<file path="src/rtl/cmo_pkg.sv">
package cmo_pkg;

    // controller register select
    typedef enum logic [1:0] {
        SEL_TAG        = 2'd0,
        SEL_INV_LINE   = 2'd1,
        SEL_FLUSH_LINE = 2'd2,
        SEL_CTRL       = 2'd3
    } cmo_sel_e;

    typedef enum logic [2:0] {
        ST_IDLE     = 3'd0,
        ST_MODE_ON  = 3'd1,
        ST_TAG      = 3'd2,
        ST_LINE     = 3'd3,
        ST_DRAIN    = 3'd4,
        ST_MODE_OFF = 3'd5
    } cmo_state_e;

    localparam logic [1:0] OP_NONE   = 2'b00;
    localparam logic [1:0] OP_INV    = 2'b01;
    localparam logic [1:0] OP_WB     = 2'b10;
    localparam logic [1:0] OP_WB_INV = 2'b11;

endpackage

</file>
<file path="src/rtl/cmo_range_calc.sv">
// Line alignment and line-count computation for one request.
module cmo_range_calc #(
    parameter int ADDR_W     = 32,
    parameter int SIZE_W     = 32,
    parameter int LINE_BYTES = 32,
    parameter int PAGE_SHIFT = 13,
    localparam int LINE_SHIFT = $clog2(LINE_BYTES),
    localparam int CNT_W      = SIZE_W + 1 - LINE_SHIFT
) (
    input  logic [ADDR_W-1:0] paddr,
    input  logic [ADDR_W-1:0] vaddr,
    input  logic [SIZE_W-1:0] size,
    output logic [ADDR_W-1:0] paddr_al,
    output logic [ADDR_W-1:0] vaddr_al,
    output logic [CNT_W-1:0]  lines
);
    localparam int PAGE_BYTES = 1 << PAGE_SHIFT;

    logic          page_exact;
    logic [SIZE_W:0] adj_size;
    logic [SIZE_W:0] rnd_size;

    always_comb begin
        page_exact = (size == SIZE_W'(PAGE_BYTES)) &&
                     (paddr[PAGE_SHIFT-1:0] == '0);
        adj_size   = {1'b0, size} + (SIZE_W+1)'(paddr[LINE_SHIFT-1:0]);
        rnd_size   = adj_size + (SIZE_W+1)'(LINE_BYTES - 1);
        if (page_exact) begin
            paddr_al = paddr;
            vaddr_al = vaddr;
            lines    = CNT_W'(PAGE_BYTES / LINE_BYTES);
        end else begin
            paddr_al = {paddr[ADDR_W-1:LINE_SHIFT], {LINE_SHIFT{1'b0}}};
            vaddr_al = {vaddr[ADDR_W-1:LINE_SHIFT], {LINE_SHIFT{1'b0}}};
            lines    = rnd_size[SIZE_W:LINE_SHIFT];
        end
    end

endmodule

</file>
<file path="src/rtl/cmo_cmd_gen.sv">
// Maps the sequencer state onto one controller register write.
module cmo_cmd_gen
    import cmo_pkg::*;
#(
    parameter int ADDR_W     = 32,
    parameter int PAGE_SHIFT = 13,
    parameter int SPLIT_MODE = 1
) (
    input  cmo_state_e        st,
    input  logic              inv_kind,
    input  logic [ADDR_W-1:0] pa,
    input  logic [ADDR_W-1:0] va,
    output logic              we,
    output cmo_sel_e          sel,
    output logic [ADDR_W-1:0] data
);
    localparam int STUFF_W = 5;

    logic [ADDR_W-1:0] packed_word;

    always_comb begin
        packed_word = pa | ADDR_W'(va[PAGE_SHIFT+STUFF_W-1:PAGE_SHIFT]);
        we   = 1'b0;
        sel  = SEL_TAG;
        data = '0;
        case (st)
            ST_MODE_ON: begin
                we   = 1'b1;
                sel  = SEL_CTRL;
                data = ADDR_W'(1);
            end
            ST_MODE_OFF: begin
                we   = 1'b1;
                sel  = SEL_CTRL;
                data = '0;
            end
            ST_TAG: begin
                we   = 1'b1;
                sel  = SEL_TAG;
                data = pa;
            end
            ST_LINE: begin
                we   = 1'b1;
                sel  = inv_kind ? SEL_INV_LINE : SEL_FLUSH_LINE;
                data = (SPLIT_MODE != 0) ? va : packed_word;
            end
            default: ;
        endcase
    end

endmodule

</file>
<file path="src/rtl/cmo_range_seq.sv">
module cmo_range_seq
    import cmo_pkg::*;
#(
    parameter int ADDR_W     = 32,
    parameter int SIZE_W     = 32,
    parameter int LINE_BYTES = 32,
    parameter int PAGE_SHIFT = 13,
    parameter int SPLIT_MODE = 1
) (
    input  logic              clk,
    input  logic              rst_n,
    input  logic              req_valid,
    output logic              req_ready,
    input  logic [1:0]        req_op,
    input  logic [ADDR_W-1:0] req_paddr,
    input  logic [ADDR_W-1:0] req_vaddr,
    input  logic [SIZE_W-1:0] req_size,
    output logic              cmd_we,
    output logic [1:0]        cmd_sel,
    output logic [ADDR_W-1:0] cmd_data,
    input  logic              ctl_busy,
    output logic              done
);
    localparam int LINE_SHIFT = $clog2(LINE_BYTES);
    localparam int CNT_W      = SIZE_W + 1 - LINE_SHIFT;
    localparam cmo_state_e LOOP_ST = (SPLIT_MODE != 0) ? ST_TAG : ST_LINE;

    typedef struct packed {
        cmo_state_e        st;
        logic [1:0]        op;
        logic [ADDR_W-1:0] pa;
        logic [ADDR_W-1:0] va;
        logic [CNT_W-1:0]  left;
        logic              done;
    } seq_t;

    seq_t seq_d, seq_q;

    logic [ADDR_W-1:0] calc_pa, calc_va;
    logic [CNT_W-1:0]  calc_lines;
    cmo_sel_e          gen_sel;

    cmo_range_calc #(
        .ADDR_W    (ADDR_W),
        .SIZE_W    (SIZE_W),
        .LINE_BYTES(LINE_BYTES),
        .PAGE_SHIFT(PAGE_SHIFT)
    ) calc_i (
        .paddr   (req_paddr),
        .vaddr   (req_vaddr),
        .size    (req_size),
        .paddr_al(calc_pa),
        .vaddr_al(calc_va),
        .lines   (calc_lines)
    );

    cmo_cmd_gen #(
        .ADDR_W    (ADDR_W),
        .PAGE_SHIFT(PAGE_SHIFT),
        .SPLIT_MODE(SPLIT_MODE)
    ) gen_i (
        .st      (seq_q.st),
        .inv_kind(seq_q.op[0]),
        .pa      (seq_q.pa),
        .va      (seq_q.va),
        .we      (cmd_we),
        .sel     (gen_sel),
        .data    (cmd_data)
    );

    always_comb begin
        seq_d      = seq_q;
        seq_d.done = 1'b0;
        case (seq_q.st)
            ST_IDLE: begin
                if (req_valid) begin
                    seq_d.op   = req_op;
                    seq_d.pa   = calc_pa;
                    seq_d.va   = calc_va;
                    seq_d.left = calc_lines;
                    if (req_size == '0 || req_op == OP_NONE) begin
                        seq_d.done = 1'b1;
                    end else if (req_op == OP_WB_INV) begin
                        seq_d.st = ST_MODE_ON;
                    end else begin
                        seq_d.st = LOOP_ST;
                    end
                end
            end
            ST_MODE_ON: seq_d.st = LOOP_ST;
            ST_TAG:     seq_d.st = ST_LINE;
            ST_LINE: begin
                seq_d.pa   = seq_q.pa + ADDR_W'(LINE_BYTES);
                seq_d.va   = (SPLIT_MODE != 0) ? seq_q.va + ADDR_W'(LINE_BYTES) : seq_q.va;
                seq_d.left = seq_q.left - CNT_W'(1);
                if (seq_q.left == CNT_W'(1)) begin
                    if (seq_q.op[1]) begin
                        seq_d.st = ST_DRAIN;
                    end else begin
                        seq_d.st   = ST_IDLE;
                        seq_d.done = 1'b1;
                    end
                end else begin
                    seq_d.st = LOOP_ST;
                end
            end
            ST_DRAIN: begin
                if (!ctl_busy) begin
                    if (seq_q.op == OP_WB_INV) begin
                        seq_d.st = ST_MODE_OFF;
                    end else begin
                        seq_d.st   = ST_IDLE;
                        seq_d.done = 1'b1;
                    end
                end
            end
            ST_MODE_OFF: begin
                seq_d.st   = ST_IDLE;
                seq_d.done = 1'b1;
            end
            default: seq_d.st = ST_IDLE;
        endcase
    end

    always_ff @(posedge clk or negedge rst_n) begin
        if (!rst_n) begin
            seq_q <= '0;
        end else begin
            seq_q <= seq_d;
        end
    end

    assign req_ready = (seq_q.st == ST_IDLE);
    assign cmd_sel   = gen_sel;
    assign done      = seq_q.done;

endmodule

</file>
<file path="config.mk">
export PLATFORM = sky130hd
export DESIGN_NAME = cmo_range_seq
export DESIGN_NICKNAME = d
export VERILOG_FILES = /design/src/rtl/cmo_pkg.sv /design/src/rtl/cmo_range_calc.sv /design/src/rtl/cmo_cmd_gen.sv /design/src/rtl/cmo_range_seq.sv
export SDC_FILE = /design/constraint.sdc
export NUM_CORES = 1
export LEC_CHECK = 0
export ABC_AREA = 0
export BUFFER_PORTS_ARGS = -buffer_cell sky130_fd_sc_hd__buf_4
export CORE_MARGIN = 4
export CORE_UTILIZATION = 25
export CTS_CLUSTER_DIAMETER = 150
export DETAILED_ROUTE_END_ITERATION = 8
export GPL_TIMING_DRIVEN = 0
export PLACE_DENSITY = 0.51
export SETUP_SLACK_MARGIN = 0.15
export SLEW_MARGIN = 20
export SYNTH_ARGS = -nofsm -noshare
export SYNTH_HDL_FRONTEND = slang
export SYNTH_SLANG_ARGS = --single-unit
</file>
<file path="constraint.sdc">
create_clock -name clk -period 4.55 [get_ports clk]
set_input_delay 0 -clock clk [delete_from_list [all_inputs] [get_ports clk]]
set_output_delay 0 -clock clk [all_outputs]
set_load 0.02 [all_outputs]
</file>
Word-level counts from Yosys, hierarchy flattened. Cells that the tools add are included.

Equal/unequal tests: 12. Reduce and logical (&&, ||, !) cells: 12. $add $sub $neg: 5. Multiplexer cells: 22.

Operator list (count): case mux 92 bit (2 select lines) (1); 2-to-1 mux 98 bit (1); case mux 32 bit (3 select lines) (1); adder 32 x 6 -> 32 bit, second input constant (2); adder 32 x 5 -> 33 bit (1); adder 33 x 5 -> 33 bit, second input constant (1); == test 32 x 14 -> 1 bit, second input constant (1); zero test 32 bit (1); == test 28 x 1 -> 1 bit, second input constant (1); 2-to-1 mux 28 bit (1); subtractor 28 x 1 -> 28 bit, second input constant (1); 2-to-1 mux 3 bit (5); case mux 3 bit (5 select lines) (1); zero test 13 bit (1); 2-to-1 mux 5 bit (2); == test 3 x 2 -> 1 bit, second input constant (2); == test 3 bit, second input constant (2); 2-to-1 mux 1 bit (6); inequality test 2 bit, second input constant (3); == test 2 bit, second input constant (2); 2-to-1 mux 2 bit (2); case mux 1 bit (4 select lines) (1); case mux 2 bit (2 select lines) (1); AND reduction 2 bit (2); 9 further kinds (9).

Register bits: 98. Output and inout bits: 37. Logic and storage cells: 57.

Longest topological paths before layout. Gate-level depths: netlist (run 1).

Depth in word-level cells: 5. Depth in mapped cells: 10. Gate-level depth less buffers: 10.

Hierarchy. Synthesis (run 1) repeated with hierarchy kept, for this count alone.

Cell total of the unflattened synthesis: 892. Area total of the unflattened synthesis: 7559.8 µm².

By module, submodules not included: cmo_range_seq (instances 1, area an instance 5574.1 µm², cells an instance 622); cmo_range_calc (instances 1, area an instance 1388.8 µm², cells an instance 191); cmo_cmd_gen (instances 1, area an instance 596.8 µm², cells an instance 79).

Worst setup path before layout (run 1). No wires, ideal clock.

Kind: register to register. From: register seq_q[34] (netlist bit). To: register seq_q[58] (netlist bit). Slack: 2.682 ns. Period minus slack after synthesis: 1.868 ns. Library setup time: 0.121 ns. Data required time: 4.429 ns. Arrival: 1.747 ns. Buffers on the path: 0. Stages on the path, launching flop included: 8. Cells stage by stage: dfrtp_1 -> ha_1 -> nand3_1 -> or3_4 -> nor2_4 -> and3_1 -> a31oi_1 -> o22a_1.

Word-level cells in the longest chain between the ends: 2.

Ends and longest elaborated chain: start, declared (RTL line cmo_range_seq.sv:37) `seq_t seq_d, seq_q;`; start signal, assigned (RTL line cmo_range_seq.sv:129) `seq_q <= seq_d;`; adder 32 x 6 -> 32 bit (RTL line cmo_range_seq.sv:94) `seq_d.va = (SPLIT_MODE != 0) ? seq_q.va + ADDR_W'(LINE_BYTES) : seq_q.va;`; case mux 92 bit (2 select lines) (RTL line cmo_range_seq.sv:74) `case (seq_q.st)`.

Every way passes these cells. A chain may end at the register's enable or synchronous reset.

Worst setup path after layout (run 1).
From: register seq_q[96] (netlist bit). To: output cmd_data[8].

Word-level cells in the longest chain between the ends: 2. Elaborated cells between the ends (all ways): 4.

Ends and longest elaborated chain: == test 3 x 2 -> 1 bit / == test 3 x 1 -> 1 bit (equally long branches) (RTL line cmo_cmd_gen.sv:26) `case (st)`; case mux 32 bit (3 select lines) * (RTL line cmo_cmd_gen.sv:26); end, declared (RTL line cmo_range_seq.sv:20) `output logic [ADDR_W-1:0] cmd_data,`.

Mark *: on every way between the ends. The rest lies on a longest branch, timed or not.

==> PnR_summary.wiki, run 1 <==
{| class="wikitable"
! Metric !! Value
|-
| Root Driver || sky130_fd_sc_hd__clkbuf_16
|-
| Mapped Cells || 860
|-
| Net switching power || 0.002641 W
|-
| Startpoint of the worst-slack reg-to-reg timing path || seq_q[96]
|-
| Tightest slew margin relative to the limit || 0.3454
|-
| Area of the core region || 27710 sq um
|-
| Total of cells resized after clock tree synthesis || 0
|-
| Outcome || complete, no violations
|-
| Number of vias in the routed layout || 7946
|-
| Fmax achieved || 0.3228 GHz
|-
| Transition time of the tightest slew-check pin || 0.9820 ns
|-
| Fraction of synthesized area in multiplexers || 0.005709
|-
| Compound-Gate Fraction of Synth Area || 0.2676
|-
| Number of remaining DRC errors || 0
|-
| Pin count of the biggest net entering global routing || 99
|-
| Final period utilization || 0.6810
|-
| Final setup TNS || 0 ns
|-
| Hold crit path type || in -> reg
|-
| Count of H-tree levels built during CTS || 3
|-
| Final HPWL DP || 22320 microns
|-
| Fraction of final layout cells with drive strength greater than 1 || 0.1795
|-
| Cell depth of the worst flop-to-flop path || 7
|-
| WHS Endpoint || seq_q[22]
|-
| Total Power Consumption || roughly 0.0052 W
|-
| Overall die area || 30800 sq um
|-
| Clock period minus worst slack || 3.098 ns
|-
| Clock latency on the worst-skew pair || 0.37 ns
|-
| Aggregate routed wire length || 30930 microns
|-
| Share of synthesized cell area in full adder, half adder and majority cells || 0.02319
|-
| Endpoint arrival time on the critical path || 3.10 ns
|-
| CP Class || reg -> out
|-
| Count of flip-flops with a built-in enable after synthesis || 0
|-
| Die boundary width || 175.5 microns
|-
| Worst vdd rail ir drop || between 0.0002 and 0.00025 V
|-
| Number of standard cells in the final layout excluding fillers || 1459
|-
| Buffers on Ports || 136
|-
| Number of placed instances, taps included || 1374
|-
| First-pass GRT wire length || 46400 microns
|-
| Dominant combinational cell family by area after synthesis || compound AO/OA/AOI/OAI gates
|-
| Num CTS Buffers || 9
|-
| Number of register bits inferred by synthesis || 98
|-
| Clock share of power || 0.152
|-
| Number of hold violations in the final report || 0
|-
| Final weighted congestion in routability-driven placement || 0.9001
|-
| Vias/cell || 5.446
|-
| Routed length per placed instance || 21.20 microns
|-
| Worst hold path stage count || 3
|-
| Start point of the worst min-delay path || req_size[26]
|-
| Number of pins exceeding their max-slew limit in the final report || 0
|-
| Synthesized-area fraction occupied by and/or/nand/nor cells || 0.2676
|-
| Total of endpoints with negative setup slack in the final report || 0
|-
| Post-route antenna net violation count || 0
|-
| Sequential group share of total power || 0.293
|-
| Xor and xnor fraction of the mapped netlist area || 0.03497
|-
| Number of nets at the end of the flow || ~1200
|-
| Most frequent standard cell in the layout excluding fill and tap cells || sky130_fd_sc_hd__buf_4
|-
| Number of max-cap violations || 0
|-
| Clock tree from TritonCTS || yes
|-
| Number of different library cells in the post-synthesis netlist || 71
|-
| Drt pass-1 iters || 5
|-
| Leakage || 3.890 nW
|-
| Global-route congestion overflow total || 0
|-
| Longest Clk Path Bufs || 2
|-
| Clock transition time at the flip-flop clock pins of the worst setup and hold paths || roughly 0.070 ns
|-
| YS warnings || 0
|-
| Clock tree skew after final layout || 0.01073 ns
|-
| Height of the die || 175.5 microns
|-
| R2R setup slack || approximately 1.8 ns
|-
| Power density cells || 549.0 nW/um^2
|-
| Setup repair after global routing missed its margin || no
|-
| Initial Util || 0.2531
|-
| Total GRT Usage || 0.1953
|-
| Combinational fraction of design power || 0.555
|-
| Net switching share of the total power || 0.5066
|-
| Worst-path fanout max || 10
|-
| DR iter-0 viols || 793
|-
| Syn Area/Cell || roughly 8.2 sq um
|-
| End of the worst register-to-register path || seq_q[20]
|-
| Antenna violations before repair || 0
|-
| Boundary Pins || about 140
|-
| Cell Area, Synth || around 7000 sq um
|-
| Highest-count cells in the layout ignoring fill and taps || sky130_fd_sc_hd__buf_4 (139), sky130_fd_sc_hd__dfrtp_1 (98), sky130_fd_sc_hd__nand2_1 (76), sky130_fd_sc_hd__a21oi_1 (69), sky130_fd_sc_hd__dlygate4sd3_1 (69)
|-
| Type of element capturing the critical path || output port
|-
| P_int || roughly 0.0026 W
|-
| Vias in the first global route || 7538
|-
| Cell row count || between 60 and 70
|-
| Synthesis-to-layout area growth || 35.36%
|-
| CP required || 4.55 ns
|-
| Synthesized net count || 975
|-
| Fraction of synthesis flops using an asynchronous set or reset pin || 1.000
|-
| Synth Flop Type || sky130_fd_sc_hd__dfrtp_1
|-
| Diodes inserted || 0
|-
| Post-synthesis sequential area ratio || 0.3497
|-
| Worst setup SP type || flop
|-
| Count of filler cells inserted in the layout || 2929
|-
| Clock sink count || slightly below 100
|}
[critical path, stage by stage, from the launching register on]
cell and delay (ns):
sky130_fd_sc_hd__dfrtp_1 0.41, sky130_fd_sc_hd__buf_2 0.19, sky130_fd_sc_hd__nand3b_1 0.32, sky130_fd_sc_hd__clkbuf_1 0.56, sky130_fd_sc_hd__clkbuf_1 0.66, sky130_fd_sc_hd__o21ai_0 0.34, sky130_fd_sc_hd__buf_4 0.25
[worst max-delay path by stage]
stage	startpoint	endpoint	cells past startpoint
finish	seq_q[96]	cmd_data[8]	6
global route	seq_q[95]	cmd_data[8]	6
CTS	seq_q[95]	cmd_data[8]	6
detailed placement	seq_q[95]	seq_q[25]	7
global placement	seq_q[95]	seq_q[89]	7
floorplan	seq_q[34]	seq_q[58]	7
[flip-flops by register name, indices dropped and copies added (netlist names)]
name   cells
done       1
seq_q     97
[through the flow]
stage	hold WS (ns)	util	setup WS [ns]	area, sq um
2_1_floorplan	-0.2956	-	2.682	7013
3_3_place_gp	0.2116	0.3071	1.872	8507
3_5_place_dp	0.2009	0.3072	1.899	8511
4_1_cts	0.001466	0.3426	1.536	9493
5_1_grt	0.02993	0.3426	1.458	9493
6_report	0.005058	0.3426	1.452	9493
[cells by family (layout without fill, tap and decap cells)]
family	after synthesis	in the layout
AOI/OAI and AO/OA	290	290
and+or+nand+nor	340	340
buffers and inverters	87	308
muxes	4	4
adders and majority gates	13	13
DFF	98	98
xor gates and xnor gates	28	28
[per-layer routing]
layer  global-route usage  share of wire
met2               0.3164           0.46
met4              0.05296          0.022
met3              0.03594          0.078
met1               0.2688           0.44
met5                    0              0
[power by group through the flow]
stage	sequential, W	clock, W	combinational [W]
2_1_floorplan	0.00142	0	0.00169
3_3_place_gp	0.00152	0	0.00279
3_5_place_dp	0.00152	0	0.00281
4_1_cts	0.00151	0.000798	0.00286
5_1_grt	0.00157	0.000831	0.00310
6_report	0.00153	0.000791	0.00289
[what timing repair did]
item	4_1_cts	5_1_grt
endpoints found under the setup margin	0	0
buffers inserted	0	0
hold buffers	69	0
hold endpoints to repair	167	0
[cell usage after synthesis (7+ instances only)]
cell type | count | area, sq um
sky130_fd_sc_hd__buf_2 | 14 | 70.07
sky130_fd_sc_hd__and2_1 | 12 | 75.07
sky130_fd_sc_hd__o21ai_0 | 66 | 330.3
sky130_fd_sc_hd__nor4_1 | 18 | 112.6
sky130_fd_sc_hd__a22o_1 | 35 | 306.5
sky130_fd_sc_hd__a21oi_1 | 69 | 345.3
sky130_fd_sc_hd__nand2_1 | 76 | 285.3
sky130_fd_sc_hd__nand3_1 | 49 | 245.2
sky130_fd_sc_hd__nand4_1 | 19 | 118.9
sky130_fd_sc_hd__and4_1 | 7 | 61.31
sky130_fd_sc_hd__xor2_1 | 16 | 140.1
sky130_fd_sc_hd__o211ai_1 | 9 | 67.56
sky130_fd_sc_hd__a31oi_1 | 13 | 81.33
sky130_fd_sc_hd__o21a_1 | 8 | 60.06
sky130_fd_sc_hd__ha_1 | 13 | 162.7
sky130_fd_sc_hd__and3_1 | 9 | 56.30
sky130_fd_sc_hd__dfrtp_1 | 98 | 2452
sky130_fd_sc_hd__a22oi_1 | 10 | 75.07
sky130_fd_sc_hd__clkbuf_1 | 32 | 120.1
sky130_fd_sc_hd__nor2_1 | 64 | 240.2
sky130_fd_sc_hd__o21ai_1 | 23 | 115.1
sky130_fd_sc_hd__o221ai_1 | 10 | 87.58
sky130_fd_sc_hd__xnor2_1 | 12 | 105.1
sky130_fd_sc_hd__nand2b_1 | 8 | 50.05
sky130_fd_sc_hd__nor3_1 | 30 | 150.1
sky130_fd_sc_hd__inv_1 | 31 | 116.4
[final cells by class]
type,count,area (sq um),area share
multi-input cells,675,4202,0.4426
flip-flops and latches,98,2452,0.2583
repair buffers,205,1715,0.1807
well taps,378,473.0,0.04982
clock buffers,13,270.3,0.02847
plain buffers,55,239.0,0.02517
inverters,32,120.1,0.01265
clock inverters,3,21.27,0.002241
(Power assumes the default switching activity.)
==> run 2: changes to the inputs <==
--- a/config.mk
+++ b/config.mk
@@ -5,14 +5,14 @@
 export SDC_FILE = /design/constraint.sdc
 export NUM_CORES = 1
 export LEC_CHECK = 0
-export ABC_AREA = 0
+export ABC_AREA = 1
 export BUFFER_PORTS_ARGS = -buffer_cell sky130_fd_sc_hd__buf_4
 export CORE_MARGIN = 4
 export CORE_UTILIZATION = 25
 export CTS_CLUSTER_DIAMETER = 150
 export DETAILED_ROUTE_END_ITERATION = 8
 export GPL_TIMING_DRIVEN = 0
-export PLACE_DENSITY = 0.51
+export PLACE_DENSITY = 0.52
 export SETUP_SLACK_MARGIN = 0.15
 export SLEW_MARGIN = 20
 export SYNTH_ARGS = -nofsm -noshare
==> constraint.sdc (replaced) <==
create_clock -name clk -period 2.53 [get_ports clk]
set_input_delay 0 -clock clk [delete_from_list [all_inputs] [get_ports clk]]
set_output_delay 0 -clock clk [all_outputs]
set_load 0.02 [all_outputs]
==> PnR_summary.wiki, run 2 <==
{| class="wikitable"
! Metric !! Value
|-
| Antenna violations before repair || 0 (unchanged)
|-
| Hold crit path type || in -> reg
|-
| Synthesis-to-layout area growth || 29.90%
|-
| Synthesized net count || 1428 (+46%)
|-
| Clock latency on the worst-skew pair || 0.37 ns (about the same)
|-
| Count of H-tree levels built during CTS || 3 (unchanged)
|-
| Die boundary width || 191.6 microns (+9.2%)
|-
| Num CTS Buffers || 9 (unchanged)
|-
| Worst-path fanout max || 10 (unchanged)
|-
| Clock sink count || 98 (unchanged)
|-
| Pin count of the biggest net entering global routing || 99 (unchanged)
|-
| Longest Clk Path Bufs || 2 (unchanged)
|-
| Final weighted congestion in routability-driven placement || 0.9291 (+3.2%)
|-
| Clock period minus worst slack || approximately 2.3 ns
|-
| Vias in the first global route || 9264 (+23%)
|-
| List of most frequent post-synthesis cells || sky130_fd_sc_hd__nand2_1 (335), sky130_fd_sc_hd__nor2_1 (182), sky130_fd_sc_hd__inv_1 (169)
|-
| Share of the synthesized area in the top cell type || 0.2911 (-0.05854)
|-
| Global-route congestion overflow total || 0 (unchanged)
|-
| Total of endpoints with negative setup slack in the final report || 0 (unchanged)
|-
| Worst setup SP type || flop
|-
| Final period utilization || 0.9248
|-
| Synth Flop Type || sky130_fd_sc_hd__dfrtp_1
|-
| Cell Area, Synth || 8423 sq um (+20%)
|-
| Count leader, synth || sky130_fd_sc_hd__nand2_1
|-
| Height of the die || 191.6 microns (+9.2%)
|-
| Overall die area || 36690 sq um (+19%)
|-
| Highest-count cells in the layout ignoring fill and taps || sky130_fd_sc_hd__nand2_1 (335), sky130_fd_sc_hd__nor2_1 (181), sky130_fd_sc_hd__inv_1 (169), sky130_fd_sc_hd__buf_4 (146), sky130_fd_sc_hd__nand3_1 (104)
|-
| Initial Util || 0.2563 (+0.003154)
|-
| Number of vias in the routed layout || 9485 (+19%)
|-
| Critical path's slowest cell || sky130_fd_sc_hd__dfrtp_1
|-
| Cell row count || 66 (+8.2%)
|-
| Leakage || 5.342 nW (+37%)
|-
| Mapped Cells || 1313 (+53%)
|-
| Fraction of final layout cells with drive strength greater than 1 || 0.1760 (-0.003416)
|-
| Register ranked first by flip-flop count || seq_q
|-
| Transition time of the tightest slew-check pin || 1.005 ns (+0.02300 ns)
|-
| Worst vdd rail ir drop || 0.0002731 V (+29%)
|-
| Setup repair after global routing missed its margin || yes
|-
| Tightest slew margin relative to the limit || 0.3300 (-0.01533)
|-
| Fmax achieved || 0.4274 GHz
|-
| Number of nets at the end of the flow || 1638 (+38%)
|-
| Aggregate routed wire length || 34650 microns (+12%)
|-
| Area occupied by registers || 2452 sq um (unchanged)
|-
| Number of hold violations in the final report || 2 (+2)
|-
| Number of remaining DRC errors || 0 (unchanged)
|-
| Largest register FFs || 97 (unchanged)
|-
| Root Driver || sky130_fd_sc_hd__clkbuf_16
|-
| CP required || 2.53 ns (-2.02 ns)
|-
| Most area-consuming cells after synthesis || sky130_fd_sc_hd__dfrtp_1 (29%), sky130_fd_sc_hd__nand2_1 (15%), sky130_fd_sc_hd__nor2_1 (8.1%)
|-
| Vias/cell || 4.815 (-12%)
|-
| Violations in the final reports || negative hold slack
|-
| Number of different library cells in the post-synthesis netlist || 53 (-25%)
|-
| Final setup TNS || 0 ns (unchanged)
|-
| Power density cells || 352.6 nW/um^2 (-36%)
|-
| Count of flip-flops with a built-in enable after synthesis || 0 (unchanged)
|-
| CP peak stage delay || 0.53 ns (-0.13 ns)
|-
| Number of register bits inferred by synthesis || 98 (unchanged)
|-
| Diodes inserted || 0 (unchanged)
|-
| Fraction of synthesis flops using an asynchronous set or reset pin || 1.000 (unchanged)
|-
| Most frequent standard cell in the layout excluding fill and tap cells || sky130_fd_sc_hd__nand2_1
|-
| Clock transition time at the flip-flop clock pins of the worst setup and hold paths || 0.09 ns (+0.02 ns)
|-
| First-pass GRT wire length || 53090 microns (+14%)
|-
| Endpoint arrival time on the critical path || 2.34 ns (-0.76 ns)
|-
| YS warnings || 0 (unchanged)
|-
| Area of the core region || 32870 sq um (+19%)
|-
| Boundary Pins || 139 (unchanged)
|-
| Final HPWL DP || 26810 microns (+20%)
|-
| Cell type with the largest total area after synthesis || sky130_fd_sc_hd__dfrtp_1
|-
| Count of filler cells inserted in the layout || 3651 (+25%)
|-
| Cell-by-cell listing of the critical path || nand3_2 -> inv_2 -> buf_2 -> buf_2 -> nand2_1 -> o21ai_0 -> buf_4
|-
| Post-route antenna net violation count || 0 (unchanged)
|-
| Type of element capturing the critical path || output port
|-
| Total GRT Usage || 0.1873 (-0.008004)
|-
| Area occupied by multi-input gates || 5025 sq um (+20%)
|-
| Syn Area/Cell || 6.415 sq um (-21%)
|-
| Buffers on Ports || 137 (+0.74%)
|-
| Drt pass-1 iters || 8 (+3)
|-
| Post-synthesis sequential area ratio || 0.2911 (-0.05854)
|-
| CP Class || reg -> out
|-
| Clock tree from TritonCTS || yes
|-
| Routed length per placed instance || 17.59 microns (-17%)
|-
| Number of pins exceeding their max-slew limit in the final report || 0 (unchanged)
|-
| Outcome || complete, but fails checks
|-
| Cell mode on critical path || sky130_fd_sc_hd__buf_2
|-
| Clock tree skew after final layout || 0.01186 ns (+0.001127 ns)
|-
| Number of max-cap violations || 0 (unchanged)
|-
| Fin Hold WS || -0.005044 ns (-0.01010 ns)
|-
| DR iter-0 viols || 551 (-31%)
|}
[run 2: worst paths after layout]
path                                    start            to  slack (ns)  cells past startpoint
worst max-delay path                seq_q[95]  cmd_data[15]        0.19                      7
worst min-delay path            req_vaddr[23]     seq_q[52]      -0.005                      5
worst max register to register      seq_q[95]     seq_q[95]        0.37                      7
worst min register to register      seq_q[63]     seq_q[63]        0.47                      2
max in group asynchronous               rst_n     seq_q[17]        1.51                      2
min in group asynchronous               rst_n     seq_q[71]        0.34                      2
[run 2: final cells by class]
type	instances	area share
inverters	182	0.06244
well taps	442	0.05054
plain buffers	42	0.02550
clock buffers	9	0.02058
flip-flops and latches	98	0.2241
clock inverters	7	0.006518
multi-input cells	991	0.4592
repair buffers	199	0.1511
[run 2: cell families (layout without fill, tap and decap cells)]
kind of cell,count (synthesis),after routing,synth area share
AO/OA/AOI/OAI,228,228,0.1647
XOR/XNOR,22,22,0.02288
adder cells (fa/ha/maj),13,13,0.01931
buffers and inverters,224,439,0.1132
flip-flops,98,98,0.2911
AND/OR/NAND/NOR,728,728,0.3887
[run 2: timing repair]
| item | 4_1_cts | 5_1_grt |
|---|---|---|
| hold buffers | 62 | 0 |
| endpoints found under the setup margin | 31 | 22 |
| resized for setup | 3 | 3 |
| endpoints found under the hold margin | 160 | 0 |
| buffers inserted | 0 | 0 |
[run 2: stage by stage]
step                std cells    util  cell area [sq um]  total power (W)  setup slack (ns)
finish                   1970  0.3329              10940         0.003858            0.1904
global route             1970  0.3329              10940         0.004023            0.1257
CTS                      1970  0.3326              10930         0.003867            0.1385
detailed placement       1892  0.3045              10010         0.002331            0.2851
global placement         1892  0.3044              10000         0.002326            0.3392
floorplan                1313       -               8423         0.002008            0.8169
[run 2: layer usage]
metal | up-vias | global-route usage | wire (microns)
li1 | 4716 | - | -
met1 | 4403 | 0.2569 | 15440
met2 | 340 | 0.3231 | 16530
met3 | 26 | 0.01370 | 2199
met4 | 0 | 0.04171 | 470
met5 | - | 0 | 0
[run 2: worst max-delay path, delay by kind of cell, from the launching register on]
| family | cells | cell delay, ns |
|---|---|---|
| and+or+nand+nor | 2 | 0.29 |
| buffers and inverters | 4 | 1.02 |
| DFF | 1 | 0.53 |
| AOI/OAI and AO/OA | 1 | 0.14 |
[run 2: report_power, final]
| part | total (W) | internal, W | switching [W] |
|---|---|---|---|
| clock network | 0.00148 | 0.000710 | 0.000770 |
| registers | 0.00166 | 0.00160 | 0.0000537 |
| logic | 0.000720 | 0.000321 | 0.000398 |
